**config.mk**
```make
export PLATFORM = sky130hd
export DESIGN_NAME = spi_cmd_engine
export DESIGN_NICKNAME = d
export VERILOG_FILES = /design/src/rtl/spi_cmd_pkg.sv /design/src/rtl/spi_cmd_regs.sv /design/src/rtl/spi_cmd_seq.sv /design/src/rtl/spi_cmd_shift.sv /design/src/rtl/spi_cmd_engine.sv
export SDC_FILE = /design/constraint.sdc
export NUM_CORES = 1
export LEC_CHECK = 0
export BUFFER_PORTS_ARGS = -buffer_cell sky130_fd_sc_hd__clkbuf_2
export CAP_MARGIN = 20
export CORE_ASPECT_RATIO = 1.5
export CORE_UTILIZATION = 60
export DETAILED_ROUTE_END_ITERATION = 7
export PLACE_DENSITY = 0.8
export SKIP_CTS_REPAIR_TIMING = 1
export SYNTH_ARGS = -nofsm -noshare
export SYNTH_HDL_FRONTEND = slang
export SYNTH_SLANG_ARGS = --single-unit
```
**constraint.sdc**
```tcl
create_clock -name clk -period 3.55 [get_ports clk]
set_clock_uncertainty 0.2 [all_clocks]
set_input_delay 0.71 -clock clk [delete_from_list [all_inputs] [get_ports clk]]
set_output_delay 0.71 -clock clk [all_outputs]
set_load 0.03 [all_outputs]
```
**src/rtl/spi_cmd_pkg.sv**
```systemverilog
// Package: shared constants, register decode and helpers for the SPI
// command engine. Assumes a 32-bit register port and byte-wide lanes.
package spi_cmd_pkg;

    localparam int DW       = 32;                       // register width
    localparam int LANES    = DW / 8;                   // data byte lanes
    localparam int LANE_W   = $clog2(LANES);
    localparam int MAX_TX   = 8;                        // opcode+addr+data
    localparam int MAX_RX   = LANES;
    localparam int CNT_W    = 4;                        // control count field
    localparam int TOT_W    = $clog2(MAX_TX + MAX_RX + 1);
    localparam int BIT_W    = TOT_W + 3;                // frame bit index
    localparam int FRAME_W  = 8 * MAX_TX;

    localparam logic [1:0] ADDR_OPADDR = 2'd0;
    localparam logic [1:0] ADDR_CTRL   = 2'd1;
    localparam logic [1:0] ADDR_DATA   = 2'd2;

    localparam int CTRL_START_BIT = 8;
    localparam int CTRL_BUSY_BIT  = 16;

    typedef enum logic [1:0] {
        SH_IDLE = 2'd0,
        SH_RUN  = 2'd1,
        SH_TAIL = 2'd2
    } sh_state_e;

    // Saturate a byte count at its limit.
    function automatic logic [CNT_W-1:0] clamp_cnt(input logic [CNT_W-1:0] v,
                                                   input int unsigned lim);
        return (32'(v) > lim) ? CNT_W'(lim) : v;
    endfunction

endpackage

```
**src/rtl/spi_cmd_regs.sv**
```systemverilog
// Register file: opcode/address, control and data registers.
// Assumes writes are single-cycle strobes; all writes are dropped while
// busy. Raises a one-cycle start with clamped counts, clears unused
// receive lanes at start and stores reply bytes from the sequencer.
module spi_cmd_regs
    import spi_cmd_pkg::*;
(
    input  logic              clk,
    input  logic              rst_n,
    input  logic              reg_we,
    input  logic [1:0]        reg_addr,
    input  logic [DW-1:0]     reg_wdata,
    output logic [DW-1:0]     reg_rdata,
    input  logic              busy,
    input  logic              lane_we,
    input  logic [LANE_W-1:0] lane_idx,
    input  logic [7:0]        lane_byte,
    output logic              start,
    output logic [CNT_W-1:0]  tx_cnt,
    output logic [CNT_W-1:0]  rx_cnt,
    output logic [DW-1:0]     opaddr_q,
    output logic [DW-1:0]     data_q
);

    logic             wr_ok;
    logic [CNT_W-1:0] tx_q, rx_q;
    logic [7:0]       lane_q [LANES];

    // Decode an accepted write and the clamped counts it carries.
    always_comb begin
        wr_ok  = reg_we && !busy;
        tx_cnt = clamp_cnt(reg_wdata[CNT_W-1:0], MAX_TX);
        rx_cnt = clamp_cnt(reg_wdata[2*CNT_W-1:CNT_W], MAX_RX);
        start  = wr_ok && (reg_addr == ADDR_CTRL) &&
                 reg_wdata[CTRL_START_BIT] && (tx_cnt != '0);
    end

    // Opcode/address and control count storage.
    always_ff @(posedge clk) begin
        if (!rst_n) begin
            opaddr_q <= '0;
            tx_q     <= '0;
            rx_q     <= '0;
        end else if (wr_ok) begin
            if (reg_addr == ADDR_OPADDR) opaddr_q <= reg_wdata;
            if (reg_addr == ADDR_CTRL) begin
                tx_q <= tx_cnt;
                rx_q <= rx_cnt;
            end
        end
    end

    // One storage byte per data lane: software write, clear, or reply byte.
    for (genvar g = 0; g < LANES; g++) begin : g_lane
        always_ff @(posedge clk) begin
            if (!rst_n)
                lane_q[g] <= '0;
            else if (wr_ok && reg_addr == ADDR_DATA)
                lane_q[g] <= reg_wdata[8*g +: 8];
            else if (start && (CNT_W'(g) >= rx_cnt))
                lane_q[g] <= '0;
            else if (lane_we && lane_idx == LANE_W'(g))
                lane_q[g] <= lane_byte;
        end
        assign data_q[8*g +: 8] = lane_q[g];
    end

    // Read multiplexer.
    always_comb begin
        reg_rdata = '0;
        case (reg_addr)
            ADDR_OPADDR: reg_rdata = opaddr_q;
            ADDR_CTRL: begin
                reg_rdata[CNT_W-1:0]       = tx_q;
                reg_rdata[2*CNT_W-1:CNT_W] = rx_q;
                reg_rdata[CTRL_BUSY_BIT]   = busy;
            end
            ADDR_DATA:   reg_rdata = data_q;
            default:     reg_rdata = '0;
        endcase
    end

endmodule

```
**src/rtl/spi_cmd_seq.sv**
```systemverilog
// Byte sequencer: builds the outgoing frame in wire order (opcode,
// address high to low, data lanes low to high, unsent bytes zeroed),
// sizes the frame in bits, and packs received bits into reply bytes
// for the register file. Assumes start is a single-cycle pulse.
module spi_cmd_seq
    import spi_cmd_pkg::*;
(
    input  logic               clk,
    input  logic               rst_n,
    input  logic               start,
    input  logic [CNT_W-1:0]   tx_cnt,
    input  logic [CNT_W-1:0]   rx_cnt,
    input  logic [DW-1:0]      opaddr,
    input  logic [DW-1:0]      data,
    input  logic               sample,
    input  logic [BIT_W-1:0]   bit_idx,
    input  logic               miso,
    output logic [FRAME_W-1:0] frame,
    output logic [BIT_W-1:0]   total_bits,
    output logic               lane_we,
    output logic [LANE_W-1:0]  lane_idx,
    output logic [7:0]         lane_byte
);

    logic [BIT_W-1:0] tx_bits_q;
    logic [BIT_W-1:0] rx_rel;
    logic             in_rx;
    logic [6:0]       rx_sh;
    logic [TOT_W-1:0] byte_sum;

    // Place each outgoing byte in the frame; the byte source depends on slot.
    for (genvar b = 0; b < MAX_TX; b++) begin : g_slot
        logic [7:0] src;
        if (b == 0) begin : g_op
            assign src = opaddr[7:0];
        end else if (b < 4) begin : g_addr
            assign src = opaddr[8*(4-b) +: 8];
        end else begin : g_data
            assign src = data[8*(b-4) +: 8];
        end
        assign frame[FRAME_W-1-8*b -: 8] = (CNT_W'(b) < tx_cnt) ? src : 8'h00;
    end

    // Frame length in bits.
    always_comb begin
        byte_sum   = TOT_W'(tx_cnt) + TOT_W'(rx_cnt);
        total_bits = {byte_sum, 3'b000};
    end

    // Classify the sampled bit and form a completed reply byte.
    always_comb begin
        in_rx     = bit_idx >= tx_bits_q;
        rx_rel    = bit_idx - tx_bits_q;
        lane_we   = sample && in_rx && (rx_rel[2:0] == 3'd7);
        lane_idx  = rx_rel[3 +: LANE_W];
        lane_byte = {rx_sh, miso};
    end

    // Remember the transmit length and shift in receive bits.
    always_ff @(posedge clk) begin
        if (!rst_n) begin
            tx_bits_q <= '0;
            rx_sh     <= '0;
        end else begin
            if (start) tx_bits_q <= {TOT_W'(tx_cnt), 3'b000};
            if (sample && in_rx) rx_sh <= {rx_sh[5:0], miso};
        end
    end

endmodule

```
**src/rtl/spi_cmd_shift.sv**
```systemverilog
// SPI bit shifter, mode 0: owns chip select, serial clock and the outgoing
// data line. Runs total_bits clock periods of 2*SCK_HALF system clocks,
// then holds chip select low one more half period after the last falling
// edge. Assumes total_bits is non-zero when start pulses.
module spi_cmd_shift
    import spi_cmd_pkg::*;
#(
    parameter int SCK_HALF = 2
) (
    input  logic               clk,
    input  logic               rst_n,
    input  logic               start,
    input  logic [FRAME_W-1:0] frame,
    input  logic [BIT_W-1:0]   total_bits,
    output logic               cs_n,
    output logic               sck,
    output logic               mosi,
    output logic               sample,
    output logic [BIT_W-1:0]   bit_idx,
    output logic               busy
);

    localparam int DIV_W = (SCK_HALF > 1) ? $clog2(SCK_HALF) : 1;

    sh_state_e          state_q;
    logic [DIV_W-1:0]   div_q;
    logic               tick;
    logic               last_bit;
    logic [FRAME_W-1:0] sh_q;
    logic [BIT_W-1:0]   total_q;

    // Half-period tick and frame-end detection.
    always_comb begin
        tick     = (div_q == DIV_W'(SCK_HALF - 1));
        last_bit = (bit_idx == total_q - BIT_W'(1));
        sample   = (state_q == SH_RUN) && tick && !sck;
        busy     = (state_q != SH_IDLE);
        mosi     = busy && sh_q[FRAME_W-1];
    end

    // Half-period divider, held at zero while idle.
    always_ff @(posedge clk) begin
        if (!rst_n || state_q == SH_IDLE) div_q <= '0;
        else if (tick)                    div_q <= '0;
        else                              div_q <= div_q + DIV_W'(1);
    end

    // Pin sequencing: select, clock toggling, shifting and release.
    always_ff @(posedge clk) begin
        if (!rst_n) begin
            state_q <= SH_IDLE;
            cs_n    <= 1'b1;
            sck     <= 1'b0;
            sh_q    <= '0;
            bit_idx <= '0;
            total_q <= '0;
        end else begin
            case (state_q)
                SH_IDLE: if (start) begin
                    state_q <= SH_RUN;
                    cs_n    <= 1'b0;
                    sck     <= 1'b0;
                    sh_q    <= frame;
                    bit_idx <= '0;
                    total_q <= total_bits;
                end
                SH_RUN: if (tick) begin
                    sck <= !sck;
                    if (sck) begin
                        if (last_bit) begin
                            state_q <= SH_TAIL;
                        end else begin
                            bit_idx <= bit_idx + BIT_W'(1);
                            sh_q    <= {sh_q[FRAME_W-2:0], 1'b0};
                        end
                    end
                end
                SH_TAIL: if (tick) begin
                    state_q <= SH_IDLE;
                    cs_n    <= 1'b1;
                end
                default: state_q <= SH_IDLE;
            endcase
        end
    end

endmodule

```
**src/rtl/spi_cmd_engine.sv**
```systemverilog
// Top level: register-driven SPI flash command engine. One control write
// with the start bit runs a full command of up to 8 transmit and 4
// receive bytes. Serial clock is clk / (2*SCK_HALF); SCK_HALF >= 1.
module spi_cmd_engine
    import spi_cmd_pkg::*;
#(
    parameter int SCK_HALF = 2
) (
    input  logic          clk,
    input  logic          rst_n,
    input  logic          reg_we,
    input  logic [1:0]    reg_addr,
    input  logic [DW-1:0] reg_wdata,
    output logic [DW-1:0] reg_rdata,
    output logic          spi_cs_n,
    output logic          spi_sck,
    output logic          spi_mosi,
    input  logic          spi_miso
);

    logic               busy;
    logic               start;
    logic [CNT_W-1:0]   tx_cnt, rx_cnt;
    logic [DW-1:0]      opaddr_q, data_q;
    logic [FRAME_W-1:0] frame;
    logic [BIT_W-1:0]   total_bits, bit_idx;
    logic               sample;
    logic               lane_we;
    logic [LANE_W-1:0]  lane_idx;
    logic [7:0]         lane_byte;

    spi_cmd_regs u_regs (
        .clk      (clk),
        .rst_n    (rst_n),
        .reg_we   (reg_we),
        .reg_addr (reg_addr),
        .reg_wdata(reg_wdata),
        .reg_rdata(reg_rdata),
        .busy     (busy),
        .lane_we  (lane_we),
        .lane_idx (lane_idx),
        .lane_byte(lane_byte),
        .start    (start),
        .tx_cnt   (tx_cnt),
        .rx_cnt   (rx_cnt),
        .opaddr_q (opaddr_q),
        .data_q   (data_q)
    );

    spi_cmd_seq u_seq (
        .clk       (clk),
        .rst_n     (rst_n),
        .start     (start),
        .tx_cnt    (tx_cnt),
        .rx_cnt    (rx_cnt),
        .opaddr    (opaddr_q),
        .data      (data_q),
        .sample    (sample),
        .bit_idx   (bit_idx),
        .miso      (spi_miso),
        .frame     (frame),
        .total_bits(total_bits),
        .lane_we   (lane_we),
        .lane_idx  (lane_idx),
        .lane_byte (lane_byte)
    );

    spi_cmd_shift #(.SCK_HALF(SCK_HALF)) u_shift (
        .clk       (clk),
        .rst_n     (rst_n),
        .start     (start),
        .frame     (frame),
        .total_bits(total_bits),
        .cs_n      (spi_cs_n),
        .sck       (spi_sck),
        .mosi      (spi_mosi),
        .sample    (sample),
        .bit_idx   (bit_idx),
        .busy      (busy)
    );

endmodule

```
Word level (Yosys, flattened, before mapping)
Memories as Yosys holds them, arrays and structs flattened. Index checks and enable logic that the tools add are counted.

$add $sub $neg: 5. Order comparisons: 15. Equal/unequal tests: 15. Multiplexer cells: 87. Bitwise logic cells: 12. Reduce and logical (&&, ||, !) cells: 37.

Operators by type and width (count): $mux W64 (4); $mux W8 (20); $pmux W64 S2 (1); $mux W1 (43); $pmux W15 S2 (1); $mux W7 (4); $pmux W8 S3 (1); $logic_and A1 B1 Y1 (18); $lt A3 B4 Y1 const A (4); $pmux W8 S2 (1); $pmux W7 S2 (1); $or A1 B1 Y1 (12); $mux W2 (5); $reduce_and A5 Y1 (2); $eq A2 B2 Y1 const B (4); $ge A1 B4 Y1 const A (2); $ge A2 B4 Y1 const A (2); $lt A1 B4 Y1 const A (2); $lt A2 B4 Y1 const A (2); $mux W4 (2); $ne A2 B1 Y1 const B (4); $add A7 B1 Y7 const B (1); $eq A7 B7 Y1 (1); $ge A7 B7 Y1 (1); 20 further kinds (33).

Flip-flop bits (word level): 131. RAM bits: 32. Input bits: 38. Word-level logic and storage cells: 184. Memories kept: 1.

Memory list: u_regs.lane_q (words 4, width 8, rd ports 4, clocked after memory_dff 0, wr ports 4, RTL line spi_cmd_regs.sv:27) `logic [7:0] lane_q [LANES];`.

Longest topological paths before layout
Gate-level depths: netlist of the first run.

Word-level depth: 13. Depth in mapped cells: 10.

Modules after synthesis
Synthesis of the first run repeated with hierarchy kept, for this count alone.

Cell total of the unflattened synthesis: 905. Area total of the unflattened synthesis: 8637.0 um2.

Modules (own cells, without submodules): spi_cmd_regs (instances 1, cells an instance 415, area each 3849.9 um2, seq. area each 1761.7 um2); spi_cmd_shift (instances 1, cells an instance 341, area each 3624.7 um2, seq. area each 1661.6 um2); spi_cmd_seq (instances 1, cells an instance 149, area each 1162.4 um2, seq. area each 220.2 um2).

Worst setup path before layout of the first run
No wires, ideal clock.

Path kind: flip-flop to flip-flop. Start: register u_shift.bit_idx[3]. End: memory u_regs.lane_q[3][0] (enable). Setup time: 404 ps. Arrival time: 2615 ps. Required time: 2946 ps. Slack: 331 ps. Cell stages (with the launch flop): 8. Buffers on the path: 1. Clock period less this slack: 3219 ps. Cell sequence: dfxtp_1 -> inv_1 -> ha_1 -> nand4b_1 -> a21oi_1 -> o21ai_2 -> buf_2 -> o311ai_0.

RTL lines: start, declared (RTL line spi_cmd_shift.sv:19) `output logic [BIT_W-1:0] bit_idx,`; start signal, assigned (RTL line spi_cmd_shift.sv:73) `bit_idx <= bit_idx + BIT_W'(1);`; end, declared (RTL line spi_cmd_regs.sv:27).

Final worst setup path of the first run
Start: register u_shift.total_q[3]. End: register u_shift.sh_q[14].

Cells in the longest elaborated chain, start to end: 4.

RTL lines: start, declared (RTL line spi_cmd_shift.sv:30) `logic [BIT_W-1:0] total_q;`; start signal, assigned (RTL line spi_cmd_shift.sv:65) `total_q <= total_bits;`; $sub A7 B1 Y7 (RTL line spi_cmd_shift.sv:35) `last_bit = (bit_idx == total_q - BIT_W'(1));`; $eq A7 B7 Y1 (RTL line spi_cmd_shift.sv:35); $ne A2 B2 Y1 (no line); $reduce_and A5 Y1 (no line); end signal, assigned (RTL line spi_cmd_shift.sv:63) `sh_q <= frame;`; end signal, assigned (RTL line spi_cmd_shift.sv:74) `sh_q <= {sh_q[FRAME_W-2:0], 1'b0};`; end, declared (RTL line spi_cmd_shift.sv:29) `logic [FRAME_W-1:0] sh_q;`.

Every way passes these cells. A chain may end at the register's enable or synchronous reset.

==> results of run 1 <==
==> kinds of logic (layout without fill, tap and decap cells) <==
kind of cell | count (synthesis) | count (layout) | synth area share (%)
buffers and inverters | 84 | 145 | 4.58
muxes | 44 | 44 | 5.54
adders and majority gates | 13 | 13 | 2.24
and+or+nand+nor | 210 | 210 | 12.6
xor gates and xnor gates | 8 | 8 | 0.882
AOI/OAI and AO/OA | 312 | 312 | 29.1
DFF | 163 | 163 | 45.1
==> power by group through the flow <==
stage	sequential (mW)	clock, mW	combinational [mW]
after floorplan	2.02	0	0.252
after global placement	2.03	0	0.360
after detailed placement	2.03	0	0.371
after CTS	1.99	1.74	0.373
after global routing	2.00	1.82	0.408
final	1.99	1.73	0.379
==> critical path: stages (launching register included) <==
cell and delay, ps:
dfxtp_1 400, inv_1 60, ha_1 200, xnor2_1 130, xnor2_1 350, o31a_2 890
buf_4 300, o21ai_0 120, o211a_1 180
==> final timing paths <==
path / slack (ps) / endpoint / depth (start not counted) / start
setup reg to reg: 570 / u_shift.sh_q[14] / 8 / u_shift.total_q[3]
hold reg to reg: 270 / u_shift.total_q[6] / 2 / u_shift.total_q[6]
setup / recovery: 570 / u_shift.sh_q[14] / 8 / u_shift.total_q[3]
hold / removal: 270 / u_shift.total_q[6] / 2 / u_shift.total_q[6]
==> final cells by class <==
type	instances	share of cell area (%)
Inverter	16	0.670
Clock inverter	13	1.13
Multi-Input combinational cell	587	44.8
Timing Repair Buffer	97	6.12
Tap cell	159	2.22
Clock buffer	19	5.07
Sequential cell	163	40.0
==> routing by layer <==
layer	vias to the layer above	wire [um]
met4	0	914
met3	83	1560
met1	3355	8560
li1	3172	-
met5	-	0
met2	387	11000
==> state kept, by name, summed over array words and instances, names as in the netlist <==
signal,count
u_shift.sh_q,64
u_regs.lane_q,32
u_regs.opaddr_q,32
u_seq.rx_sh,7
u_shift.bit_idx,7
u_regs.rx_q,4
u_regs.tx_q,4
u_seq.tx_bits_q,4
u_shift.total_q,4
u_shift.state_q,2
u_shift.cs_n,1
u_shift.div_q,1
u_shift.sck,1
==> layout by cell type, fill, tap and decap left out, types with 16 or more instances in the layout <==
master	count
a21boi_1	37
a21oi_1	22
a22o_1	32
a22oi_1	56
buf_4	25
clkbuf_16	18
clkbuf_2	71
dfxtp_1	131
edfxtp_1	32
inv_1	16
mux2i_1	44
nand2_1	101
nor2_1	46
nor2b_1	17
o211a_1	64
o21ai_0	73
==> through the flow <==
step                      worst slack, ps  instance area, um^2  hold WS [ps]
after floorplan                       331                 7950           235
after global placement                685                 8400           243
after detailed placement              569                 8400           247
after CTS                             582                 8950           268
after global routing                  377                 8960           284
final                                 565                 8960           269
==> results.json, run 1 <==
{
  "register_area_um2": 3580,
  "vias": 6997,
  "gr-usage-all-layers_pct": 33.3,
  "use_met3_pct": 6.02,
  "end_kind": "flop",
  "yosysSeqAreaShare_pct": 45.1,
  "cap_violations": 0,
  "top_usage_layer": "met2",
  "critPathRequiredTime_ps": 3660,
  "yosysTopAreaCellShare_pct": 33.0,
  "overflow": 0,
  "finalPower_mw": 4.10,
  "fin_util_pct": 69.1,
  "fillers": 996,
  "postRouteAntennaNets": 0,
  "cts_tree": "done",
  "die_w_um": 96.0,
  "clk_latency_ps": 430,
  "ys_top_cells_by_count": "131 x dfxtp_1, 101 x nand2_1, 73 x o21ai_0, 64 x o211a_1, 56 x a22oi_1",
  "yosys.cell_count.top_type": "dfxtp_1",
  "peakVddDrop_mv": 0.298,
  "power_density_nw_per_um2": 458,
  "dieHeight_um": 143,
  "drtPass1Iterations": 6,
  "status": "finished clean",
  "syn_to_final_growth_pct": 12.7,
  "vias_per_cell": 6.64,
  "port_buffers": 72,
  "net-switching-power_mw": 1.07,
  "hold_path.class": "reg -> reg",
  "yosys_warnings": 0,
  "wl_per_cell_um": 20.9,
  "drc": 0,
  "slew_viol_final": 0,
  "synth-seq-cells": 163,
  "drt-initial-drc-count": 663,
  "clk_pin_slew_ps": 70,
  "synth_area_um2": 7950,
  "async_flop_share_pct": 0,
  "num_antenna_cells": 0,
  "synthFlopType": "dfxtp_1",
  "drive_gt1_share_pct": 15.9,
  "first_global_vias": 6681,
  "start_util_pct": 61.3,
  "timing.fmax_ghz": 0.335,
  "core_area_um2": 13000,
  "rsz0062_at_grt": "no",
  "cts_buffer_depth": 2,
  "setup_violations": 0,
  "synth_area_leaders": "dfxtp_1 33%, edfxtp_1 12%, o211a_1 8.1%",
  "dp.cells": 1021,
  "wl_um": 22000,
  "grt_first_pass_wirelength_um": 34700,
  "timing.setup.tns_ps": 0,
  "hold_viol": 0,
  "dp_hpwl_um": 14500,
  "synth_cells": 834,
  "min_period_ps": 2980,
  "nets": 933,
  "met2_usage_pct": 55.2,
  "antenna_found_initial": 0,
  "htreeDepth": 4,
  "crit_type": "reg -> reg",
  "multi_input_area_um2": 4010,
  "slew_headroom_pct": 32.8,
  "clock_sinks": 163,
  "worstPathArrival_ps": 3100,
  "critPathLaunchType": "flop",
  "cts_inserted_buffers": 17,
  "place.gp.congestion": 0.899,
  "min_period_over_period_pct": 84.1,
  "cts-root-buf": "clkbuf_16",
  "yosys.area.top_type": "dfxtp_1",
  "avgSynthCellArea_um2": 9.53,
  "cp_max_fo": 49,
  "switching_share_pct": 26.2,
  "grt_util_met1_pct": 41.3,
  "finalNonFillerCells": 1054,
  "die_area_um2": 13700,
  "tightest_slew_ps": 1010,
  "synthesis.nets": 885,
  "ios": 73,
  "rows": 51,
  "clkPwrFrac_pct": 42.2,
  "seqPwrFrac_pct": 48.6,
  "leakage_nw": 4.17,
  "grt_max_degree": 73,
  "p_int_mw": 3.03,
  "synth-edff-count": 32,
  "power_frac_comb_pct": 9.2,
  "ys_types": 51
}
Power figures use the tool's default switching activity.
==> run 2, diff against run 1 <==
==> constraint.sdc (replaced) <==
create_clock -name clk -period 2.91 [get_ports clk]
set_clock_uncertainty 0.2 [all_clocks]
set_input_delay 0.582 -clock clk [delete_from_list [all_inputs] [get_ports clk]]
set_output_delay 0.582 -clock clk [all_outputs]
set_load 0.03 [all_outputs]
==> run 2 against run 1 <==
Effect of this change: the flow now finishes with violations (design-rule violations); non-clock buffer count up 8; largest power group unchanged; wire length decreased by 0.13%; hold slack got worse by 81 ps; combinational power up 25%; critical endpoint is now u_shift.sh_q[17]; critical path type unchanged.
==> results.json, run 2 (synthesized netlist as in run 1, its figures left out) <==
{
  "status": "complete, but fails checks",
  "violations": "design-rule violations",
  "cts_buffer_depth": 2,
  "cap_violations": 0,
  "final_common_cell": "dfxtp_1",
  "hold_path.class": "in -> reg",
  "end_kind": "flop",
  "hold_viol": 0,
  "critical_path_buf_inv_count": 2,
  "cp.depth": 8,
  "timing.fmax_ghz": 0.374,
  "clk_latency_ps": 430,
  "largest_reg_flops": 64,
  "worstPathArrival_ps": 2790,
  "clock_sinks": 163,
  "cp_max_fo": 45,
  "crit_type": "reg -> reg",
  "grt_first_pass_wirelength_um": 34800,
  "rows": 51,
  "r2r-start": "u_shift.total_q[3]",
  "grt_max_degree": 89,
  "core_area_um2": 13000,
  "postRouteAntennaNets": 0,
  "r2r-end": "u_shift.sh_q[17]",
  "min_period_ps": 2680,
  "post-route-cell-area_um2": 9090,
  "cp-endpoint": "u_shift.sh_q[17]",
  "min_period_over_period_pct": 91.9,
  "path_cells": "inv_1 -> ha_1 -> xor2_1 -> nand4_1 -> o31ai_4 -> nand2_2 -> buf_4 -> o211a_1",
  "drt-initial-drc-count": 612,
  "leakage_nw": 4.24,
  "cts-root-buf": "clkbuf_16",
  "rsz0062_at_grt": "no",
  "setup_violations": 0,
  "wl_per_cell_um": 20.7,
  "antenna_found_initial": 0,
  "final_cell_mix": "131 x dfxtp_1, 101 x nand2_1, 72 x o21ai_0, 71 x clkbuf_2, 64 x o211a_1",
  "ios": 73,
  "place.gp.congestion": 0.887,
  "slew_viol_final": 0,
  "placedInstanceArea_um2": 8490,
  "htreeDepth": 4,
  "gr-usage-all-layers_pct": 33.2,
  "slew_headroom_pct": 45.3,
  "dp_hpwl_um": 14800,
  "r2r_slack_ps": 230,
  "cts_tree": "done",
  "critPathSlowestCell": "o31ai_4",
  "regMostFlops": "u_shift.sh_q",
  "port_buffers": 72,
  "power_density_nw_per_um2": 566,
  "crit_family": "compound AO/OA/AOI/OAI gates",
  "wl_um": 22000,
  "top_regs": "u_shift.sh_q x64, u_regs.lane_q x32, u_regs.opaddr_q x32",
  "peakVddDrop_mv": 0.320,
  "first_global_vias": 7058,
  "critPathRequiredTime_ps": 3020,
  "nets": 941,
  "clk_pin_slew_ps": 70,
  "drive_gt1_share_pct": 16.5,
  "crit_path_start": "u_shift.total_q[3]",
  "die_w_um": 96.0,
  "start_util_pct": 61.3,
  "critPathLaunchType": "flop",
  "tightest_slew_ps": 820,
  "finalPower_mw": 5.14,
  "cts_inserted_buffers": 17,
  "syn_to_final_growth_pct": 14.4,
  "timing.setup.tns_ps": 0,
  "dieHeight_um": 143,
  "drtPass1Iterations": 8,
  "num_antenna_cells": 0,
  "die_area_um2": 13700,
  "reg2reg_depth": 8,
  "overflow": 0,
  "slowest_delay_ps": 440,
  "vias_per_cell": 6.59,
  "fillers": 1017,
  "vias": 6990,
  "drc": 2
}
run 2: cell count changes in the layout (fill, tap and decap cells not counted), moves of 2 or more:
cell | before | now
inv_6 | 2 | 4
clkinvlp_4 | 3 | 1
buf_12 | 0 | 3
buf_4 | 25 | 30
bufinv_16 | 0 | 2
run 2: area by class of cell:
class                      instances  area (um^2)  share of cell area [%]
clock buffer                      17          425                    4.68
tap                              159          199                    2.19
inverter                          16         60.1                   0.661
multi-input combinational        587         4010                    44.1
timing repair buffer             105          656                    7.21
sequential                       163         3580                    39.4
clock inverter                    14          154                    1.69
run 2: worst min-delay path by stage:
stage | start | to | slack, ps | cells after the start
3_5_place_dp | u_seq.tx_bits_q[6] | u_seq.tx_bits_q[6] | 250 | 2
5_1_grt | reg_wdata[25] | u_regs.opaddr_q[25] | 200 | 3
4_1_cts | reg_wdata[27] | u_regs.opaddr_q[27] | 180 | 3
3_3_place_gp | u_seq.tx_bits_q[6] | u_seq.tx_bits_q[6] | 250 | 2
6_report | reg_wdata[27] | u_regs.opaddr_q[27] | 190 | 3
2_1_floorplan | u_seq.tx_bits_q[4] | u_seq.tx_bits_q[4] | 240 | 2
run 2: metal layers:
metal  GRT usage, %  wire [um]  vias up
met1           38.1       8450     3422
met5              0          0        -
met2           57.0      11200      323
li1               -          -     3174
met4           17.5        788        0
met3           6.71       1500       71
run 2: power by group:
| part | total (mW) | internal, mW | switching, mW |
|---|---|---|---|
| clock | 2.24 | 1.27 | 0.967 |
| combinational | 0.473 | 0.175 | 0.298 |
| sequential | 2.43 | 2.38 | 0.0525 |
| total | 5.14 | 3.83 | 1.32 |
run 2: tightest hold or removal path, stage by stage:
cell and delay (ps):
clkbuf_2 90, nand2_1 50, a21boi_1 50
run 2: through the flow:
| stage | cells | setup slack [ps] | hold slack (ps) | utilization (%) |
|---|---|---|---|---|
| after floorplan | 834 | 36.5 | 235 | - |
| after global placement | 1029 | 244 | 245 | 65.6 |
| after detailed placement | 1029 | 96.0 | 248 | 65.6 |
| after CTS | 1060 | 78.5 | 180 | 70.0 |
| after global routing | 1061 | 123 | 200 | 70.2 |
| final | 1061 | 235 | 188 | 70.2 |
